## config.mk

```make
export PLATFORM = sky130hd
export DESIGN_NAME = cpu_clk_divctl
export DESIGN_NICKNAME = d
export VERILOG_FILES = /design/src/rtl/cpu_clk_pkg.sv /design/src/rtl/cpu_clk_cfgreg.sv /design/src/rtl/cpu_clk_srcmux.sv /design/src/rtl/cpu_clk_divcore.sv /design/src/rtl/cpu_clk_divctl.sv
export SDC_FILE = /design/constraint.sdc
export NUM_CORES = 1
export LEC_CHECK = 0
export CAP_MARGIN = 10
export CORE_MARGIN = 3
export CORE_UTILIZATION = 53
export CTS_CLUSTER_SIZE = 20
export DETAILED_ROUTE_END_ITERATION = 10
export DONT_BUFFER_PORTS = 1
export PLACE_DENSITY = 0.69
export SLEW_MARGIN = 20
export SYNTH_ARGS = -nofsm -noshare
export SYNTH_HDL_FRONTEND = slang
export SYNTH_HIERARCHICAL = 1
export SYNTH_SLANG_ARGS = --single-unit
```

## constraint.sdc

```tcl
create_clock -name clk -period 2.1 [get_ports clk]
set_input_delay 0.105 -clock clk [delete_from_list [all_inputs] [get_ports clk]]
set_output_delay 0.105 -clock clk [all_outputs]
set_load 0.03 [all_outputs]
```

## src/rtl/cpu_clk_pkg.sv

```systemverilog
package cpu_clk_pkg;

  typedef enum logic [1:0] {
    SRC_OCO  = 2'b00,
    SRC_MAIN = 2'b01,
    SRC_PLL  = 2'b10,
    SRC_SUB  = 2'b11
  } clk_src_e;

  localparam int N_SRC  = 4;
  localparam int LOG2_W = 3;

  // Ratio as a power of two: sub clock 1, forced 8, field 00/01/10/11 -> 1/2/4/16
  function automatic logic [LOG2_W-1:0] ratio_log2(clk_src_e s, logic f8, logic [1:0] fld);
    logic [LOG2_W-1:0] r;
    if (s == SRC_SUB)       r = 3'd0;
    else if (f8)            r = 3'd3;
    else if (fld == 2'b11)  r = 3'd4;
    else                    r = {1'b0, fld};
    return r;
  endfunction

endpackage

```

## src/rtl/cpu_clk_cfgreg.sv

```systemverilog
module cpu_clk_cfgreg
  import cpu_clk_pkg::*;
(
  input  logic       clk,
  input  logic       rst_n,
  input  logic       wr,
  input  logic [1:0] wr_src,
  input  logic [1:0] wr_div,
  input  logic       wr_f8,
  input  logic       stop_mode,
  input  logic       main_off,
  output clk_src_e   src,
  output logic [1:0] div_fld,
  output logic       force8,
  output logic       src_chg
);

  logic force_hw;
  assign force_hw = stop_mode ||
                    (main_off && (src == SRC_MAIN || src == SRC_PLL));

  always_ff @(posedge clk or negedge rst_n) begin
    if (!rst_n) begin
      src     <= SRC_OCO;
      div_fld <= 2'b00;
      force8  <= 1'b1;
      src_chg <= 1'b0;
    end else begin
      src_chg <= wr && (clk_src_e'(wr_src) != src);
      if (wr) begin
        src     <= clk_src_e'(wr_src);
        div_fld <= wr_div;
      end
      if (force_hw)  force8 <= 1'b1;
      else if (wr)   force8 <= wr_f8;
    end
  end

endmodule

```

## src/rtl/cpu_clk_srcmux.sv

```systemverilog
module cpu_clk_srcmux
  import cpu_clk_pkg::*;
#(
  parameter int NS = N_SRC,
  localparam int SW = $clog2(NS)
) (
  input  logic [NS-1:0] ticks,
  input  logic [SW-1:0] sel,
  output logic          tick_out
);

  logic [NS-1:0] hit;

  for (genvar i = 0; i < NS; i++) begin : g_sel
    assign hit[i] = ticks[i] && (sel == SW'(i));
  end

  assign tick_out = |hit;

endmodule

```

## src/rtl/cpu_clk_divcore.sv

```systemverilog
module cpu_clk_divcore #(
  parameter int MAX_LOG2 = 4,
  parameter int LW       = 3,
  parameter int RST_LOG2 = 3,
  localparam int CW = MAX_LOG2
) (
  input  logic          clk,
  input  logic          rst_n,
  input  logic          tick,
  input  logic          restart,
  input  logic [LW-1:0] next_log2,
  output logic          ce_next,
  output logic [CW-1:0] cnt,
  output logic [LW-1:0] act_log2
);

  logic [CW:0]   span;
  logic [CW-1:0] last_val;
  logic          term;

  assign span     = (CW+1)'(1) << act_log2;
  assign last_val = CW'(span - (CW+1)'(1));
  assign term     = tick && (cnt == last_val);
  assign ce_next  = term && !restart;

  always_ff @(posedge clk or negedge rst_n) begin
    if (!rst_n) begin
      cnt      <= '0;
      act_log2 <= LW'(RST_LOG2);
    end else if (restart) begin
      cnt      <= '0;
      act_log2 <= next_log2;
    end else if (term) begin
      cnt      <= '0;
      act_log2 <= next_log2;
    end else if (tick) begin
      cnt      <= cnt + CW'(1);
    end
  end

endmodule

```

## src/rtl/cpu_clk_divctl.sv

```systemverilog
module cpu_clk_divctl
  import cpu_clk_pkg::*;
#(
  parameter int MAX_LOG2 = 4
) (
  input  logic       clk,
  input  logic       rst_n,
  input  logic       main_tick,
  input  logic       pll_tick,
  input  logic       oco_tick,
  input  logic       sub_tick,
  input  logic       cfg_wr,
  input  logic [1:0] cfg_src,
  input  logic [1:0] cfg_div,
  input  logic       cfg_force8,
  input  logic       stop_mode,
  input  logic       main_off,
  input  logic       bclk_oe_n,
  output logic       cpu_ce,
  output logic       bclk_ce,
  output logic       force8_rd
);

  clk_src_e            cur_src;
  logic [1:0]          div_fld;
  logic                force8;
  logic                src_chg;
  logic [N_SRC-1:0]    ticks;
  logic                sel_tick;
  logic                ce_next;
  logic [MAX_LOG2-1:0] core_cnt;
  logic [LOG2_W-1:0]   core_log2;
  logic [LOG2_W-1:0]   next_log2;

  assign ticks = {sub_tick, pll_tick, main_tick, oco_tick};

  cpu_clk_cfgreg u_cfg (
    .clk(clk), .rst_n(rst_n),
    .wr(cfg_wr), .wr_src(cfg_src), .wr_div(cfg_div), .wr_f8(cfg_force8),
    .stop_mode(stop_mode), .main_off(main_off),
    .src(cur_src), .div_fld(div_fld), .force8(force8), .src_chg(src_chg)
  );

  cpu_clk_srcmux #(.NS(N_SRC)) u_mux (
    .ticks(ticks), .sel(cur_src), .tick_out(sel_tick)
  );

  assign next_log2 = ratio_log2(cur_src, force8, div_fld);

  cpu_clk_divcore #(.MAX_LOG2(MAX_LOG2), .LW(LOG2_W), .RST_LOG2(3)) u_core (
    .clk(clk), .rst_n(rst_n),
    .tick(sel_tick), .restart(src_chg), .next_log2(next_log2),
    .ce_next(ce_next), .cnt(core_cnt), .act_log2(core_log2)
  );

  always_ff @(posedge clk or negedge rst_n) begin
    if (!rst_n) begin
      cpu_ce  <= 1'b0;
      bclk_ce <= 1'b0;
    end else begin
      cpu_ce  <= ce_next;
      bclk_ce <= ce_next && !bclk_oe_n;
    end
  end

  assign force8_rd = force8;

endmodule

```

After elaboration in Yosys (flattened, before gate mapping)

Index checks and enable logic that the tools add are counted.
Widths: inputs -> output; s select.

Reductions and logical operators: 18
Shift operators: 1
Add/subtract/negate cells: 2
Equal/unequal tests: 6
Multiplexer cells: 10

Operator list:

| cell                | count |
|---|---|
| $mux 3              | 5 |
| $mux 4              | 3 |
| $logic_and 1x1->1   | 9 |
| $eq 2x2->1 const B  | 3 |
| $add 4x1->4 const B | 1 |
| $eq 4x4->1          | 1 |
| $reduce_bool 2->1   | 2 |
| $reduce_or 4->1     | 1 |
| $shl 1x3->4 const A | 1 |
| $sub 4x1->4 const B | 1 |
| $reduce_bool 3->1   | 1 |
| $eq 2x1->1 const B  | 1 |
| $logic_not 1->1     | 2 |
| $logic_not 2->1     | 1 |
| $logic_or 1x1->1    | 2 |
| $mux 1              | 2 |
| $ne 2x2->1          | 1 |

Output and inout port bits: 3
Logic and storage cells: 45
Register bits: 15
Bits of input ports: 15

Logic depth before layout (Yosys ltp)

Gate-level depths: netlist of run 1.

Depth in word-level cells: 6
Depth in mapped cells: 8
Depth with buffers taken out: 8

By module

Netlist of run 1, hierarchy kept.

Modules (own cells, without submodules):

| module          | sequential area each (µm²) | times used | area each (µm²) | cells each |
|---|---|---|---|---|
| cpu_clk_divcore | 177.7                      | 1          | 439.2           | 43 |
| cpu_clk_cfgreg  | 151.4                      | 1          | 254.0           | 16 |
| cpu_clk_divctl  | 50.0                       | 1          | 105.1           | 11 |
| cpu_clk_srcmux  | 0.0                        | 1          | 22.5            | 1 |

Least setup slack after synthesis of run 1

Ideal clock, no wire load.

Path type: register to register
Start: register u_core.act_log2[2]
End: register u_core.act_log2[2]
Setup time: 0.128 ns
Clock period less this slack: 1.964 ns
Arrival: 1.837 ns
Cell stages (with the launch flop): 7
Path slack: 0.136 ns
Data required time: 1.972 ns
Cell sequence: dfrtp_1 or3_1 ha_1 xnor2_2 mux2i_1 a21oi_2 mux2_1

Word-level cells in the longest chain between the ends: 5

RTL lines:

| item                        | line                  | source |
|---|---|---|
| from (decl)                 | cpu_clk_divcore.sv:14 | `output logic [LW-1:0] act_log2` |
| from (signal assigned)      | cpu_clk_divcore.sv:29 | `act_log2 <= LW'(RST_LOG2);` |
| from (signal assigned)      | cpu_clk_divcore.sv:32 | `act_log2 <= next_log2;` |
| from (signal assigned)      | cpu_clk_divcore.sv:35 | `act_log2 <= next_log2;` |
| $shl 1x3->4                 | cpu_clk_divcore.sv:21 | `assign span = (CW+1)'(1) << act_log2;` |
| $sub 4x1->4                 | cpu_clk_divcore.sv:22 | `assign last_val = CW'(span - (CW+1)'(1));` |
| $eq 4x4->1                  | cpu_clk_divcore.sv:23 | `assign term = tick && (cnt == last_val);` |
| $logic_and 1x1->1           | cpu_clk_divcore.sv:23 |  |
| $reduce_bool 2->1 (no line) | -                     |  |

Every way passes these cells.
A chain may end at the register's enable or synchronous reset.

Worst setup path in the final report of run 1

Start: register u_core.act_log2[1]
End: register u_core.act_log2[2]

Same word-level chain as after synthesis.

==> run metrics, run 1 <==
TNS Setup 0 ns; R2R setup slack around 0.075 ns; Max VDD drop ~580 uV; largest net degree at the start of global routing 16; Post-Syn Area about 820 sq um; Reg clk slew, reported paths roughly 0.090 ns; dpl hpwl between 1000 and 1500 microns; post-detailed-routing wire length ~1500 microns; worst flop-to-flop path endpoint u_core/act_log2[2]$_DFFE_PN0P_; via/cell ratio around 6; total gr overflow 0; Util after Layout 0.7321; CP top delay family flip-flops; antenna cells 0; Hold Crit Depth 2; distinct cell type count after synthesis 33; initial antenna violation count 0; Cells after Synth 71; fmax a little under 500 MHz; Layout area overhead 23.32%; worst hold path class in -> reg; Worst path max stage delay ~0.39 ns; clk sinks 15; Arrival @ worst endpoint ~2.2 ns; critical path fanouts, max 5; Most used DFF post-synth dfrtp_1; Top Ports 18; vias 579; Worst R2R Path Depth 6; Final Wtd Congestion roughly 0.7; CTS Buffer Depth 2; Min Clock Period, post-route slightly above 2 ns; layout cells sized above 1 0.2976; Residual DRC 0; syn_area_per_cell 11.56 sq um; most frequent cell after synthesis dfrtp_1; Hold Startpoint cfg_src[0]; Iter 0 DRT Violations 9; die area around 0.0021 sq mm; Setup Skew 0.003403 ns; Initial Utilization 0.5937; CP max-delay cell dfstp_2; leading area contributor after synthesis dfrtp_1; clk root buf clkbuf_4; Port Buffers 0; vias in the first global route 625; Cell Rows 13; ranking of synthesized cells by area dfrtp_1 37%, dfstp_2 9.6%, mux2_2 5.5%, xor2_1 4.3%, mux2_1 4.1%; sequential fraction of the synthesis area 0.4619; synthesized net count slightly below 90; Die Wd roughly 45 microns; CORE AREA about 0.0014 sq mm; endpoints failing setup 0; Hold Slack approximately 0.016 ns; LEAKAGE approximately 0.42 nW; WL/cell about 15 microns; Crit Reg-Reg Startpoint u_core/act_log2[1]$_DFFE_PN1P_; CP Cell Sequence or3_4 > ha_4 > xor2_2 > a31oi_1 > a21oi_2 > mux2_4; Worst Setup Path Type reg -> reg; GRT Total Usage 0.1739; EDFF count, synth 0; CP endpoint kind flop; Tcrit/Tclk final 0.9642; setup bufs post-CTS 0; Fin. Hold Viols 0; first-pass GRT wire length approximately 2600 microns; WP buf/inv 0; Hold EP u_cfg/src_chg$_DFF_PN0_; post-synth top area share 0.3659; max cap viols 0; Die H ~45 microns; outcome complete, no violations; Critical path origin u_core/act_log2[1]$_DFFE_PN1P_; Detail Route Antenna Nets 0; FF+latch count, synth 15; total number of yosys warnings 6; Slew Limit Fails 0; Async S/R FF share, synth 1.000; fin nets 102; Worst Tran Pin Value between 0.6 and 0.7 ns; list of most frequent post-synthesis cells 12 x dfrtp_1, 5 x nand2_1; H-tree Lvls 1; TritonCTS buffer count 3; Worst EP required 2.27 ns; worst skew pair latency around 0.28 ns; drt pass-1 iters 4; CTS tree built; Startpoint Class flop; RSZ-0062 raised after global routing no; Cell Pwr Density roughly 1100 mW/mm^2; Rel. slew slack 0.5825
placed cells by master, fill, tap and decap left out, drive strengths merged, types with 2 or more instances in the layout:
master / count
a21oi: 5
clkbuf: 3
dfrtp: 12
dfstp: 3
dlygate4sd3: 9
ha: 2
inv: 2
mux2: 8
nand2: 5
nand2b: 3
nor2: 4
nor2b: 2
xnor2: 4
xor2: 4
cell families (layout without fill, tap and decap cells):
family,count (synthesis),after routing,synth area share
AND/OR/NAND/NOR,22,22,0.1555
flip-flops,15,15,0.4619
AO/OA/AOI/OAI,11,11,0.08996
multiplexers,10,10,0.1539
XOR/XNOR,8,8,0.09452
buffers and inverters,3,16,0.01372
adder cells (fa/ha/maj),2,2,0.03048
power breakdown:
part | switching, mW | internal, mW
Combinational | 0.197 | 0.270
Sequential | 0.102 | 0.364
Clock | 0.0918 | 0.0706
how the worst max path moves through the flow:
stage               slack [ns]                        endpoint  cells after the start
finish                    0.08  u_core/act_log2[2]$_DFFE_PN0P_                      6
global route              0.02  u_core/act_log2[2]$_DFFE_PN0P_                      6
CTS                       0.01  u_core/act_log2[2]$_DFFE_PN0P_                      6
detailed placement        0.04  u_core/act_log2[2]$_DFFE_PN0P_                      6
global placement          0.07  u_core/act_log2[2]$_DFFE_PN0P_                      6
floorplan                 0.14  u_core/act_log2[2]$_DFFE_PN0P_                      6
state kept, by name (all words and copies together) (netlist names):
signal	count
u_cfg/div_fld	2
u_core/cnt	4
u_cfg/src_chg	1
u_cfg/force8	1
cpu_ce	1
u_core/act_log2	3
u_cfg/src	2
bclk_ce	1
final cells by class:
cell class | count | area [sq um]
clock buffers | 3 | 22.52
clock inverters | 1 | 5.005
fillers | 93 | 370.4
inverters | 2 | 7.507
multi-input cells | 53 | 481.7
flip-flops and latches | 15 | 379.1
well taps | 15 | 18.77
repair buffers | 10 | 97.59
what timing repair did:
action | 4_1_cts | 5_1_grt
gates resized for setup | 0 | 8
endpoints found under the hold margin | 22 | 0
setup endpoints to repair | 0 | 4
hold buffers | 9 | 0
layer usage:
metal  vias to the layer above  GRT usage  share of wire
met1                       284     0.2404           0.45
met5                         -          0              0
met2                        18     0.2768           0.50
met4                         0    0.03509              0
li1                        277          -              -
met3                         0    0.04382          0.056
worst register-to-register path, cell delays in order (launching register included):
cell     delay (ns)
dfstp_2        0.39
or3_4          0.39
ha_4           0.28
xor2_2         0.15
a31oi_1        0.11
a21oi_2        0.26
mux2_4         0.33
per-stage QoR:
| step | power (mW) | setup slack, ns | cells | cell area, sq um |
|---|---|---|---|---|
| finish | 1.096 | 0.07517 | 99 | 1012 |
| global route | 1.168 | 0.01837 | 99 | 1012 |
| CTS | 0.9621 | 0.01424 | 99 | 960.9 |
| detailed placement | 0.7849 | 0.03778 | 86 | 843.3 |
| global placement | 0.7751 | 0.07131 | 86 | 843.3 |
| floorplan | 0.7257 | 0.1357 | 71 | 820.8 |
Note: power is estimated with default switching activity, not from simulation.
==> inputs of run 2 (changes only) <==
--- a/config.mk
+++ b/config.mk
@@ -6,12 +6,14 @@
 export NUM_CORES = 1
 export LEC_CHECK = 0
 export CAP_MARGIN = 10
+export CELL_PAD_IN_SITES_DETAIL_PLACEMENT = 0
+export CELL_PAD_IN_SITES_GLOBAL_PLACEMENT = 2
 export CORE_MARGIN = 3
-export CORE_UTILIZATION = 53
+export CORE_UTILIZATION = 34
 export CTS_CLUSTER_SIZE = 20
 export DETAILED_ROUTE_END_ITERATION = 10
 export DONT_BUFFER_PORTS = 1
-export PLACE_DENSITY = 0.69
+export PLACE_DENSITY = 0.68
 export SLEW_MARGIN = 20
 export SYNTH_ARGS = -nofsm -noshare
 export SYNTH_HDL_FRONTEND = slang
==> run 2 against run 1 <==
  * First-iteration DRC count up 33%
  * Sequential power hardly changed
  * Critical path type unchanged
  * Combinational power up 1%
  * Die area increased by 48%
  * Clock skew fell by 0.0017 ns
  * Critical endpoint unchanged
  * Routed wire length rose by 3.4%
  * Power grew 0.60%
  * Cell area increased by 2.6%
  * Largest cell class unchanged
  * Fmax rose by 0.85%
  * Cell count rose by 15%
  * Via count shrank 2.1%
==> run metrics, run 2 (synthesis results as in run 1) <==
Max VDD drop approximately 480 uV; met2 wire len between 700 and 800 microns; layout cells sized above 1 0.2907; Worst Setup Path Type reg -> reg; Arrival @ worst endpoint roughly 2.2 ns; die area approximately 0.003 sq mm; Layout area overhead 26.52%; Fillers ~230; post-detailed-routing wire length 1562 microns; CORE AREA 0.002255 sq mm; Fin. Hold Viols 0; worst skew pair latency roughly 0.28 ns; max reg flops 4; RSZ-0062 raised after global routing no; vias between 500 and 600; largest net degree at the start of global routing 16; Worst EP required approximately 2.3 ns; cell area after placement 867.1 sq um; leading cell type in the layout, fill and taps excluded dfrtp_1; first-pass GRT wire length about 2600 microns; CP endpoint kind flop; Min Clock Period, post-route roughly 2.0 ns; cell area after layout roughly 0.0010 sq mm; Reg clk slew, reported paths around 0.090 ns; Critical path origin u_core/act_log2[1]$_DFFE_PN1P_; fmax 498.1 MHz; WL/cell around 14 microns; via/cell ratio 4.974; critical path fanouts, max 5; Rel. slew slack 0.5480; initial antenna violation count 0; CP max-delay cell dfstp_2; Cell Pwr Density around 1100 mW/mm^2; Port Buffers 0; Iter 0 DRT Violations 12; worst flop-to-flop path endpoint u_core/act_log2[2]$_DFFE_PN0P_; drt pass-1 iters 4; antenna cells 0; Cell Rows 17; TritonCTS buffer count 3; Worst R2R Path Depth 6; endpoints failing setup 0; TNS Setup 0 ns; Setup crit end u_core/act_log2[2]$_DFFE_PN0P_; Tcrit/Tclk final 0.9560; max cap viols 0; GRT Total Usage 0.1249; clk sinks 15; clk root buf clkbuf_4; CTS tree built; R2R setup slack ~0.092 ns; Worst path max stage delay 0.39 ns; Detail Route Antenna Nets 0; Slew Limit Fails 0; Crit Reg-Reg Startpoint u_core/act_log2[1]$_DFFE_PN1P_; Residual DRC 0; Initial Utilization 0.3640; CP Cell Sequence or3_4 > ha_4 > xor2_2 > a31oi_1 > a21oi_2 > mux2_4; Top Ports 18; most frequent cells in the layout 12 x dfrtp_1, 9 x dlygate4sd3_1, 5 x nand2_1, 4 x mux2_2, 4 x nor2_1; Setup Skew around 0.0017 ns; Regs by FF count u_core/cnt: 4 flops, u_core/act_log2: 3 flops; total gr overflow 0; LEAKAGE about 0.42 nW; fin nets between 100 and 150; Die Wd 55.14 microns; met3 WL between 60 and 70 microns; Die H about 55 microns; outcome complete, no violations; CTS Buffer Depth 2; Worst Tran Pin Value between 0.6 and 0.7 ns; worst hold path class in -> reg; Startpoint Class flop; Util after Layout 0.4606; H-tree Lvls 1; Top Metal Used met4; dpl hpwl between 1000 and 1500 microns; vias in the first global route around 610; Final Wtd Congestion 0.7364; WL met1 between 700 and 800 microns; Top reg by flops u_core/cnt
==> run 2: cell count changes in the layout (fill, tap and decap cells not counted), sizes merged <==
cell | previous run | this run
clkbuf | 3 | 4
buf | 1 | 3
clkinv | 1 | 0
==> run 2: power by group <==
group	switching [mW]	leakage, nW	total [mW]	internal (mW)
clock network	0.0898	0.0150	0.163	0.0737
registers	0.101	0.186	0.465	0.364
logic	0.198	0.222	0.473	0.275
==> run 2: metrics by stage <==
step / power (mW) / setup slack (ns) / std cells / hold slack (ns)
finish: 1.102 / 0.09230 / 114 / 0.01932
global route: 1.190 / 0.01952 / 114 / 0.02845
CTS: 0.9836 / 0.007730 / 113 / 0.01352
detailed placement: 0.7960 / 0.02187 / 100 / -0.1899
global placement: 0.7946 / 0.03763 / 100 / -0.1900
floorplan: 0.7257 / 0.1357 / 71 / -0.1906
==> run 2: layer usage <==
| layer | vias up | global-route usage |
|---|---|---|
| li1 | 284 | - |
| met1 | 267 | 0.1667 |
| met2 | 14 | 0.1909 |
| met3 | 2 | 0.01877 |
| met4 | 0 | 0.07287 |
| met5 | - | 0 |
==> run 2: worst min path at each step <==
| stage | from | to | slack (ns) | cells after the start |
|---|---|---|---|---|
| after global placement | rst_n | u_cfg/div_fld[0]$_DFFE_PN0P_ | -0.19 | 0 |
| final | cfg_src[1] | u_cfg/src_chg$_DFF_PN0_ | 0.02 | 2 |
| after CTS | cfg_src[1] | u_cfg/src_chg$_DFF_PN0_ | 0.01 | 2 |
| after global routing | cfg_src[1] | u_cfg/src_chg$_DFF_PN0_ | 0.03 | 2 |
| after detailed placement | rst_n | u_core/act_log2[2]$_DFFE_PN0P_ | -0.19 | 0 |
| after floorplan | rst_n | bclk_ce$_DFF_PN0_ | -0.19 | 0 |
==> run 2: critical path: cells and delay by family, from the launching register on <==
kind	cells	cell delay (ns)
adders and majority gates	1	0.28
AOI/OAI and AO/OA	2	0.36
and+or+nand+nor	1	0.39
muxes	1	0.32
DFF	1	0.39
xor gates and xnor gates	1	0.15
==> run 2: area by class of cell <==
cell class,count,area [sq um],share of cell area
inverters,2,7.507,0.007229
repair buffers,12,112.6,0.1084
clock buffers,4,26.28,0.02530
well taps,28,35.03,0.03373
flip-flops and latches,15,379.1,0.3651
multi-input cells,53,478.0,0.4602
==> run 2: what timing repair did <==
item	CTS	global route
hold endpoints to repair	22	0
gates resized for setup	0	8
hold buffers	9	0
endpoints found under the setup margin	0	6
setup buffers	0	1
==> inputs of run 3 (changes only) <==
--- a/config.mk
+++ b/config.mk
@@ -14,6 +14,7 @@
 export DETAILED_ROUTE_END_ITERATION = 10
 export DONT_BUFFER_PORTS = 1
 export PLACE_DENSITY = 0.68
+export SETUP_SLACK_MARGIN = 0.15
 export SLEW_MARGIN = 20
 export SYNTH_ARGS = -nofsm -noshare
 export SYNTH_HDL_FRONTEND = slang
==> constraint.sdc (replaced) <==
create_clock -name clk -period 1.6 [get_ports clk]
set_input_delay 0.08 -clock clk [delete_from_list [all_inputs] [get_ports clk]]
set_output_delay 0.08 -clock clk [all_outputs]
set_load 0.03 [all_outputs]
==> run 3 against run 2 <==
  * Largest power group unchanged
  * Clock-buffer cell count did not move
  * The run now ends with negative setup slack left
  * First-iteration DRC count decreased by 50%
  * Critical endpoint unchanged
  * Die area unchanged
  * Register-to-register slack worse by 0.47 ns
  * Routed wire length grew 8.1%
  * Setup slack got worse by 0.47 ns
==> run metrics, run 3 (synthesis results as in run 1) <==
outcome complete, but fails checks; failing checks negative setup slack; CP max-delay cell or3_4; via/cell ratio around 5.0; CTS Buffer Depth 2; Worst EP required about 1.8 ns; GRT Total Usage 0.1345; Max VDD drop 699.0 uV; DP Worst Slack -0.4324 ns; fin nets 114; Cell Pwr Density 1458 mW/mm^2; Final Wtd Congestion 0.7013; Setup Skew between 0.004 and 0.005 ns; Detail Route Antenna Nets 0; Worst Setup Path Type reg -> reg; endpoints failing setup 9; Die H 55.14 microns; Worst path max stage delay 0.39 ns; worst skew pair latency roughly 0.28 ns; Worst Tran Pin Value between 0.6 and 0.7 ns; cell area after layout 0.001175 sq mm; Util after Layout 0.5211; WL/cell between 10 and 15 microns; antenna cells 0; drt pass-1 iters 3; clk root buf clkbuf_4; Top reg by flops u_core/cnt; die area 0.003040 sq mm; total gr overflow 0; CP endpoint kind flop; H-tree Lvls 1; clk sinks 15; worst hold path class in -> reg; Slew Limit Fails 0; first-pass GRT wire length 2849 microns; Min Clock Period, post-route 1.975 ns; Tcrit/Tclk final 1.235; Arrival @ worst endpoint around 2.1 ns; cell area after placement about 930 sq um; Die Wd between 50 and 60 microns; CORE AREA roughly 0.0023 sq mm; layout cells sized above 1 0.4375; largest net degree at the start of global routing 16; CTS tree built; fmax slightly above 500 MHz; Cell Rows 17; vias 616; Rel. slew slack 0.5544; initial antenna violation count 0; Layout area overhead 43.14%; max reg flops 4; post-detailed-routing wire length roughly 1700 microns; most frequent cells in the layout 12 x dfrtp_1, 12 x buf_4, 9 x dlygate4sd3_1, 5 x nand2_1, 4 x mux2_2; Residual DRC 0; TritonCTS buffer count 3; max cap viols 0; LEAKAGE ~0.48 nW; critical path fanouts, max 4; fin worst setup slack -0.3755 ns; Port Buffers 0; CP Cell Sequence or3_4 > ha_4 > xor2_4 > a31oi_2 > a21oi_4 > mux2_4; vias in the first global route around 660; Iter 0 DRT Violations 6; Reg clk slew, reported paths approximately 0.080 ns; Top Ports 18; dpl hpwl about 1200 microns; Fillers roughly 220; Fin. Hold Viols 0; Initial Utilization 0.3640; Startpoint Class flop; RSZ-0062 raised after global routing yes; Regs by FF count u_core/cnt: 4 flops, u_core/act_log2: 3 flops
## run 3: cell type report
type	count	area (sq um)	area share
Clock buffer	4	26.28	0.02236
Inverter	2	7.507	0.006390
Multi-Input combinational cell	53	535.5	0.4558
Sequential cell	15	379.1	0.3227
Tap cell	28	35.03	0.02982
Timing Repair Buffer	22	191.4	0.1629
## run 3: power by group
| group | switching (mW) | leakage (nW) | internal, mW |
|---|---|---|---|
| registers | 0.118 | 0.186 | 0.477 |
| clock network | 0.117 | 0.0150 | 0.0966 |
| logic | 0.382 | 0.281 | 0.522 |
| total | 0.617 | 0.482 | 1.10 |
## run 3: worst paths after layout
check,start,end,slack [ns],cells past startpoint
worst max register to register,u_core/act_log2[1]$_DFFE_PN1P_,u_core/act_log2[2]$_DFFE_PN0P_,-0.38,6
max in group asynchronous,rst_n,u_core/cnt[3]$_DFFE_PN0P_,0.90,1
worst min-delay path,cfg_force8,u_cfg/force8$_DFFE_PN1P_,0.04,2
min in group asynchronous,rst_n,u_cfg/src[1]$_DFFE_PN0P_,0.27,1
worst min register to register,u_cfg/div_fld[0]$_DFFE_PN0P_,u_cfg/div_fld[0]$_DFFE_PN0P_,0.56,1
worst max-delay path,u_core/act_log2[1]$_DFFE_PN1P_,u_core/act_log2[2]$_DFFE_PN0P_,-0.38,6
## run 3: through the flow
stage | hold WS (ns) | TNS (ns) | cells | power, mW
3_3_place_gp | -0.2148 | -2.762 | 109 | 1.127
3_5_place_dp | -0.2148 | -3.239 | 109 | 1.136
4_1_cts | 0.02458 | -3.207 | 123 | 1.558
2_1_floorplan | -0.2156 | -1.780 | 71 | 0.9518
6_report | 0.03570 | -2.879 | 124 | 1.713
5_1_grt | 0.03130 | -3.485 | 124 | 1.822
## run 3: critical path: cells and delay by family, from the launching register on
kind	cells	cell delay [ns]
and+or+nand+nor	1	0.39
DFF	1	0.38
xor gates and xnor gates	1	0.16
adders and majority gates	1	0.30
muxes	1	0.31
AOI/OAI and AO/OA	2	0.32
## run 3: metal layers
metal  track usage  part of all wire  wire (microns)  up-vias
met3       0.03217             0.041              69        4
met5             0                 0               0        -
met1        0.1667              0.42             713      294
met2        0.2264              0.52             886       14
met4       0.04858             0.012              21        0
li1              -                 -               -      304
## run 3: timing repair
item / 4_1_cts / 5_1_grt
buffers inserted: 1 / 1
pin swaps: 5 / 8
hold buffers: 9 / 0
gates resized for setup: 9 / 10
endpoints found under the setup margin: 9 / 9
hold endpoints to repair: 22 / 0
